### src/rtl/sm_pkg.sv
package sm_pkg;
    localparam int SIG_W     = 24;
    localparam int WORD_W    = 32;
    localparam int HALF_W    = WORD_W / 2;
    localparam int EXP_W     = 10;
    localparam int OUT_EXP_W = EXP_W + 2;
    localparam int EXT_W     = 3;
    localparam int RES_W     = SIG_W + EXT_W;
    localparam int JUST_SH   = WORD_W - SIG_W;

    typedef struct packed {
        logic                        vld;
        logic [RES_W-1:0]            sig;
        logic signed [OUT_EXP_W-1:0] exp;
        logic                        sign;
    } sm_state_t;
endpackage

### src/rtl/sm_half_mul.sv
module sm_half_mul #(
    parameter int HW = 16
) (
    input  logic [HW-1:0]   a,
    input  logic [HW-1:0]   b,
    output logic [2*HW-1:0] p
);
    assign p = {{HW{1'b0}}, a} * {{HW{1'b0}}, b};
endmodule

### src/rtl/sm_pp_combine.sv
module sm_pp_combine #(
    parameter int WW = 32
) (
    input  logic [WW-1:0] pp_ll,
    input  logic [WW-1:0] pp_lh,
    input  logic [WW-1:0] pp_hl,
    input  logic [WW-1:0] pp_hh,
    output logic [WW-1:0] upper_st
);
    localparam int HW = WW / 2;
    logic [2*WW-1:0] full;

    always_comb begin
        full = {pp_hh, {WW{1'b0}}}
             + {{HW{1'b0}}, pp_lh, {HW{1'b0}}}
             + {{HW{1'b0}}, pp_hl, {HW{1'b0}}}
             + {{WW{1'b0}}, pp_ll};
        upper_st    = full[2*WW-1:WW];
        upper_st[0] = full[WW] | (|full[WW-1:0]);
    end
endmodule

### src/rtl/sm_sticky_align.sv
module sm_sticky_align #(
    parameter int WW    = 32,
    parameter int RES_W = 27
) (
    input  logic [WW-1:0]    word,
    output logic [RES_W-1:0] sig,
    output logic             carry
);
    localparam int KEEP = RES_W - 1;

    always_comb begin
        carry = word[WW-1];
        if (carry) begin
            sig = {word[WW-1 -: KEEP], |word[WW-KEEP-1:0]};
        end else begin
            sig = {word[WW-2 -: KEEP], |word[WW-KEEP-2:0]};
        end
    end
endmodule

### src/rtl/sm_sig_product.sv
module sm_sig_product
    import sm_pkg::*;
#(
    parameter int P_SIG_W = SIG_W,
    parameter int P_EXP_W = EXP_W
) (
    input  logic                        clk,
    input  logic                        rst_n,
    input  logic                        in_valid,
    input  logic [P_SIG_W-1:0]          x_sig,
    input  logic signed [P_EXP_W-1:0]   x_exp,
    input  logic                        x_sign,
    input  logic [P_SIG_W-1:0]          y_sig,
    input  logic signed [P_EXP_W-1:0]   y_exp,
    input  logic                        y_sign,
    input  logic                        negate,
    output logic                        out_valid,
    output logic [RES_W-1:0]            out_sig,
    output logic signed [OUT_EXP_W-1:0] out_exp,
    output logic                        out_sign
);
    localparam int SH = WORD_W - P_SIG_W;

    logic [WORD_W-1:0] xw, yw;
    logic [HALF_W-1:0] xh [2];
    logic [HALF_W-1:0] yh [2];
    logic [WORD_W-1:0] pp [4];
    logic [WORD_W-1:0] upper_st;
    logic [RES_W-1:0]  al_sig;
    logic              al_carry;
    logic signed [OUT_EXP_W-1:0] ex, ey;

    assign xw = {x_sig, {SH{1'b0}}};
    assign yw = {y_sig, {SH{1'b0}}};

    generate
        for (genvar h = 0; h < 2; h++) begin : g_split
            assign xh[h] = xw[h*HALF_W +: HALF_W];
            assign yh[h] = yw[h*HALF_W +: HALF_W];
        end
        for (genvar i = 0; i < 4; i++) begin : g_pp
            sm_half_mul #(.HW(HALF_W)) u_mul (
                .a (xh[i/2]),
                .b (yh[i%2]),
                .p (pp[i])
            );
        end
    endgenerate

    sm_pp_combine #(.WW(WORD_W)) u_comb (
        .pp_ll    (pp[0]),
        .pp_lh    (pp[1]),
        .pp_hl    (pp[2]),
        .pp_hh    (pp[3]),
        .upper_st (upper_st)
    );

    sm_sticky_align #(.WW(WORD_W), .RES_W(RES_W)) u_align (
        .word  (upper_st),
        .sig   (al_sig),
        .carry (al_carry)
    );

    assign ex = OUT_EXP_W'(x_exp);
    assign ey = OUT_EXP_W'(y_exp);

    sm_state_t st_d, st_q;

    always_comb begin
        st_d     = st_q;
        st_d.vld = in_valid;
        if (in_valid) begin
            st_d.sig  = al_sig;
            st_d.exp  = ex + ey + {{(OUT_EXP_W-1){1'b0}}, al_carry};
            st_d.sign = x_sign ^ y_sign ^ negate;
        end
    end

    always_ff @(posedge clk or negedge rst_n) begin
        if (!rst_n) st_q <= '0;
        else        st_q <= st_d;
    end

    assign out_valid = st_q.vld;
    assign out_sig   = st_q.sig;
    assign out_exp   = st_q.exp;
    assign out_sign  = st_q.sign;

    assert_valid_follows_R1: assert property (@(posedge clk) disable iff (!rst_n)
        in_valid |=> out_valid);
    assert_valid_drops_R1: assert property (@(posedge clk) disable iff (!rst_n)
        !in_valid |=> !out_valid);
    assert_hidden_set_R5: assert property (@(posedge clk) disable iff (!rst_n)
        out_valid |-> out_sig[RES_W-1]);
    assert_exp_sum_R6: assert property (@(posedge clk) disable iff (!rst_n)
        in_valid |=> (out_exp == $past(ex) + $past(ey)) ||
                     (out_exp == $past(ex) + $past(ey) + 1));
    assert_sign_rule_R7: assert property (@(posedge clk) disable iff (!rst_n)
        in_valid |=> out_sign == ($past(x_sign) ^ $past(y_sign) ^ $past(negate)));
    assert_hold_R8: assert property (@(posedge clk) disable iff (!rst_n)
        !in_valid |=> $stable(out_sig) && $stable(out_exp) && $stable(out_sign));
    assert_norm_inputs_R2: assert property (@(posedge clk) disable iff (!rst_n)
        in_valid |-> x_sig[P_SIG_W-1] && y_sig[P_SIG_W-1]);
endmodule

### config.mk
export PLATFORM = sky130hd
export DESIGN_NAME = sm_sig_product
export DESIGN_NICKNAME = d
export VERILOG_FILES = /design/src/rtl/sm_pkg.sv /design/src/rtl/sm_half_mul.sv /design/src/rtl/sm_pp_combine.sv /design/src/rtl/sm_sticky_align.sv /design/src/rtl/sm_sig_product.sv
export SDC_FILE = /design/constraint.sdc
export NUM_CORES = 2
export LEC_CHECK = 0
export ABC_AREA = 0
export BUFFER_PORTS_ARGS = -buffer_cell sky130_fd_sc_hd__clkbuf_2
export CAP_MARGIN = 5
export CORE_MARGIN = 2
export CORE_UTILIZATION = 32
export CTS_BUF_LIST = sky130_fd_sc_hd__clkbuf_8
export DETAILED_ROUTE_END_ITERATION = 6
export PLACE_DENSITY_LB_ADDON = 0.12
export SYNTH_ARGS = -nofsm -noshare
export SYNTH_HDL_FRONTEND = slang
export SYNTH_SLANG_ARGS = --single-unit
### constraint.sdc
create_clock -name clk -period 1 [get_ports clk]
set_clock_uncertainty 0.15 [all_clocks]
set_input_delay 0.05 -clock clk [delete_from_list [all_inputs] [get_ports clk]]
set_output_delay 0.05 -clock clk [all_outputs]
set_load 0.005 [all_outputs]
* After elaboration in Yosys (flattened, before gate mapping)
Cells that the tools add are included.
Cells by class: add/sub/neg operators 5, multipliers 4, mux-type cells 1, bitwise gates (word level) 3, reductions and logical operators 3
Operators by type and width (number):
- $add 64x48->64 | 2
- $add 64x32->64 | 1
- $mul 16x16->32 | 1
- $reduce_or 32->1 | 1
- $mux 27 | 1
- $mul 16x8->24 | 1
- $mul 8x16->24 | 1
- $mul 8x8->16 | 1
- $add 11x2->12 | 1
- $add 10x10->11 | 1
- $reduce_or 6->1 | 1
- $reduce_or 5->1 | 1
- $xor 1x1->1 | 2
- $or 1x1->1 | 1
Storage, ports and cells: bits in registers 41, bits of input ports 74, output and inout port bits 41, word-level logic and storage cells 20

* Depth between registers and ports, before layout
word-level depth 8, gate-level depth with buffers 49, depth with buffers taken out 47

* By module
A second synthesis with hierarchy kept.
Second synthesis, totals: cell total of the unflattened synthesis 4547, area, all modules 39839.5 um^2
By module, submodules not included:
- sm_half_mul at g_pp[1].u_mul | instances 1, cells an instance 1008, area each 8662.1 um^2, sequential area each 0.0 um^2
- sm_half_mul at g_pp[3].u_mul | instances 1, cells an instance 988, area each 8597.0 um^2, sequential area each 0.0 um^2
- sm_half_mul at g_pp[0].u_mul | instances 1, cells an instance 994, area each 8575.7 um^2, sequential area each 0.0 um^2
- sm_half_mul at g_pp[2].u_mul | instances 1, cells an instance 983, area each 8471.9 um^2, sequential area each 0.0 um^2
- sm_pp_combine | instances 1, cells an instance 376, area each 3034.2 um^2, sequential area each 0.0 um^2
- sm_sig_product | instances 1, cells an instance 165, area each 2069.5 um^2, sequential area each 1026.0 um^2
- sm_sticky_align | instances 1, cells an instance 33, area each 429.2 um^2, sequential area each 0.0 um^2

* Worst setup path after synthesis
Ideal clock, no wire load.
path type input to register, start input y_sig[7], end register st_q, in the netlist out_exp[10], setup time 0.077 ns, arrival time 9.226 ns, data required time 0.773 ns, path slack -8.453 ns, cell stages on the path 47, buffers on the path 2, cell sequence clkbuf_1 -> nand2_1 -> fa_1 -> fa_1 -> inv_1 -> fa_1 -> inv_1 -> fa_1 -> inv_1 -> ha_1 -> a21boi_0 -> o21ai_0 -> a21boi_0 -> o21a_1 -> o21ai_0 -> nand2b_1 -> a21oi_1 -> o21ai_0 -> [11 not listed] -> a21o_1 -> o31a_1 -> nor2_2 -> inv_2 -> buf_6 -> fa_1 -> fa_1 -> nor2b_1 -> o21ai_0 -> nand2b_1 -> and2_1 -> o21ai_0 -> nand2b_1 -> a21o_1 -> a21o_1 -> a2111oi_0 -> nor2_1 -> a21oi_1
Between the ends: word-level cells in the longest chain between the ends 4, elaborated cells between the ends (all ways) 5, classes of those cells 3 x add/sub; 2 x mul
RTL lines:
- from (decl) | RTL line sm_sig_product.sv:13 | input logic [P_SIG_W-1:0] y_sig,
- $mul 16x8->24 | RTL line sm_half_mul.sv:8 | assign p = {{HW{1'b0}}, a} * {{HW{1'b0}}, b};
- $add 64x48->64 | RTL line sm_pp_combine.sv:16 | + {{HW{1'b0}}, pp_hl, {HW{1'b0}}}
- $add 64x32->64 * | RTL line sm_pp_combine.sv:17 | + {{WW{1'b0}}, pp_ll};
- $add 11x2->12 * | RTL line sm_sig_product.sv:74 | st_d.exp = ex + ey + {{(OUT_EXP_W-1){1'b0}}, al_carry};
- to (signal assigned) | RTL line sm_sig_product.sv:81 | else st_q <= st_d;
- to (decl) | RTL line sm_sig_product.sv:67 | sm_state_t st_d, st_q;
Mark *: on every way between the ends. The rest lies on a longest branch, timed or not. A chain may end at the register's enable or synchronous reset.

* Final worst setup path
start input y_sig[14], end register st_q, in the netlist out_exp[10]
Between the ends: word-level cells in the longest chain between the ends 5, elaborated cells between the ends (all ways) 6, classes of those cells 4 x add/sub; 2 x mul
RTL lines:
- $mul 8x16->24 or $mul 16x16->32 (tied branches) | RTL line sm_half_mul.sv:8
- $add 64x48->64 * | RTL line sm_pp_combine.sv:15 | + {{HW{1'b0}}, pp_lh, {HW{1'b0}}}
- $add 64x48->64 * | RTL line sm_pp_combine.sv:16
- $add 64x32->64 * | RTL line sm_pp_combine.sv:17
- $add 11x2->12 * | RTL line sm_sig_product.sv:74
Marked as above.

==> impl_metrics.tcl <==
set metrics [dict create \
    status "finished, violations left" \
    violations "hold timing, setup timing" \
    synth_top_area_share 0.368 \
    post-place-ws_ps -8230 \
    synthFlopType "dfrtp_1" \
    multiInputGateArea_mm2 0.0209 \
    synth.avg_cell_area_um2 8.53 \
    synthTopCellsByArea "fa_1, ha_1, and2_1, inv_1, nand2_1" \
    cp_data_required_time_ps 1080 \
    yosysMostFrequentCell "inv_1" \
    synth_common_cells "inv_1, fa_1, and2_1" \
    fin_cells 4214 \
    cts.path.max_buffers 2 \
    grt_pass1_wl_mm 116 \
    start_kind "input port" \
    slew-limit-headroom 0.557 \
    via_count 20000 \
    grtUsageTotal 0.192 \
    syn_to_final_growth_pct 32.5 \
    fmax_ghz 0.115 \
    cts_hold_buf 1 \
    clkLatencyLatePin_ps 300 \
    synth_nets 3468 \
    stdcell_area_mm2 0.0306 \
    antenna_found_initial 0 \
    ios 115 \
    cts_tree "done" \
    gp_congestion 0.855 \
    die_area_mm2 0.0744 \
    critPathMaxStageDelay_ps 570 \
    yosysTopAreaCell "fa_1" \
    clk_pin_slew_ps 80 \
    drive_gt1_frac 0.282 \
    die_x_um 273 \
    synth.distinct_cells 74 \
    crit_top_cell "a21o_1" \
    clockRootBuffer "clkbuf_8" \
    grt_max_degree 54 \
    drt_iter0_markers 772 \
    antenna_cells 0 \
    dp_cells 4153 \
    drc_errors 0 \
    wl_per_cell_um 16.5 \
    hold_path_class "in -> reg" \
    yosys_warnings 0 \
    ys_seq_elements 41 \
    cts.sinks 41 \
    cap_violations 0 \
    routed_wl_mm 69.7 \
    die_h_um 273 \
    worst-path-buf-inv 8 \
    dr.pass1.iters 5 \
    synth.cell_area_mm2 0.0231 \
    ff_latch_area_mm2 0.00103 \
    rsz0062_at_grt "true" \
    crit_type "in -> reg" \
    port_buffers 114 \
    slowest_stage "fa_1" \
    cp-end-kind "flop" \
    grt_pass1_vias 22200 \
    routed_via_density 4.76 \
    cp_top_family "adder cells" \
    placementRows 98 \
    synth-edff-count 0 \
    grt.overflow.total 0 \
    worstPathArrival_ps 8760 \
    finalHoldViolCount 1 \
    min_period_over_period 8.68 \
    core_mm2 0.0715 \
    post-route-min-period_ps 8680 \
    synthArstFlopShare 1.00 \
    dpl-instance-area_mm2 0.0289 \
    ant_nets 0 \
    layout_setup_ws_ps -7680 \
    dp_hpwl_mm 58.9 \
    finalNetCount 4023 \
    nFillCells 7221 \
    initial_core_util 0.323 \
    synthCells 2708 \
    max_slew.worst_pin.slew_ps 658 \
    synth_seq_area_share 0.0444 \
    setup_viol 72 \
    cts_made_buffers 5 \
    slew_violations 0 \
    holdWs_ps -32.3 \
    h-tree-depth 2 \
    cp_max_fo 5 \
]
-- cell type report --
type | count | area share
clock inverters | 3 | 0.000572
well taps | 950 | 0.0388
flip-flops and latches | 41 | 0.0335
inverters | 554 | 0.0679
clock buffers | 5 | 0.00225
multi-input cells | 1997 | 0.682
repair buffers | 664 | 0.175
-- metrics by stage --
step | util | setup TNS [ps]
after floorplan | - | -243750
after global placement | 0.405 | -278290
after detailed placement | 0.405 | -278580
after CTS | 0.415 | -258360
after global routing | 0.428 | -267890
final | 0.428 | -255550
-- repair_timing --
| action | in CTS | in global routing |
|---|---|---|
| buffers inserted | 25 | 31 |
| hold endpoints to repair | 42 | 1 |
| pin swaps | 24 | 81 |
| resized for setup | 92 | 171 |
| setup endpoints to repair | 81 | 80 |
| cloned | 0 | 7 |
-- worst paths after layout --
| check | startpoint | to | slack [ps] | cells past startpoint |
|---|---|---|---|---|
| setup / recovery | y_sig[14] | out_exp[10]$_DFFE_PN0P_ | -7680 | 45 |
| hold / removal | y_sign | out_sign$_DFFE_PN0P_ | -30 | 3 |
| setup reg to reg | out_sig[2]$_DFFE_PN0P_ | out_sig[2]$_DFFE_PN0P_ | -140 | 2 |
| hold reg to reg | out_exp[1]$_DFFE_PN0P_ | out_exp[1]$_DFFE_PN0P_ | 350 | 2 |
| max in group asynchronous | rst_n | out_exp[8]$_DFFE_PN0P_ | 250 | 3 |
| min in group asynchronous | rst_n | out_sig[18]$_DFFE_PN0P_ | 0 | 2 |
-- cell families after synthesis --
| family | count (synthesis) | synth area share |
|---|---|---|
| and+or+nand+nor | 870 | 0.199 |
| AOI/OAI and AO/OA | 332 | 0.0951 |
| DFF | 41 | 0.0444 |
| muxes | 10 | 0.00471 |
| buffers and inverters | 670 | 0.110 |
| xor gates and xnor gates | 99 | 0.0375 |
| adders and majority gates | 686 | 0.510 |
-- sequential cells by signal (all words and copies together) (netlist names) --
register   cells
out_exp       12
out_sig       27
out_sign       1
out_valid      1
-- routing by layer --
| layer | part of all wire | track usage | vias up |
|---|---|---|---|
| met3 | 0.022 | 0.00712 | 57 |
| met5 | 0 | 0 | - |
| met4 | 0.018 | 0.0259 | 0 |
| li1 | - | - | 9502 |
| met1 | 0.43 | 0.245 | 10200 |
| met2 | 0.53 | 0.366 | 251 |
-- cells in the final DEF (no fill, tap or decap), types with 14 or more instances in the layout --
master    Yosys  layout
dfrtp_1      41      41
and2_4        0      22
a21oi_2       1      27
fa_2          0      17
ha_1        261     228
buf_12        0      26
xnor2_1      55      47
o21ai_0      56      31
nor3_1       29      28
a21o_1       37      37
nand2b_1     18      17
buf_6         1      28
clkbuf_2      0      83
nand2_1     286     277
nor2_1       59      54
ha_4          0      30
inv_2         2      19
fa_1        425     408
buf_4         3     501
a21oi_1      97      67
and2_1      378     356
xor2_1       44      39
inv_1       551     534
o211ai_1     14      14
nand3_1      20      17
o21a_1       15      14
-- worst min-delay path, stage by stage --
cell	delay [ps]
clkbuf_2	90
xnor2_1	110
mux2_2	140
Power is not shown: default switching activity piles up to over one toggle a cycle in this logic, so the estimate is an artifact.
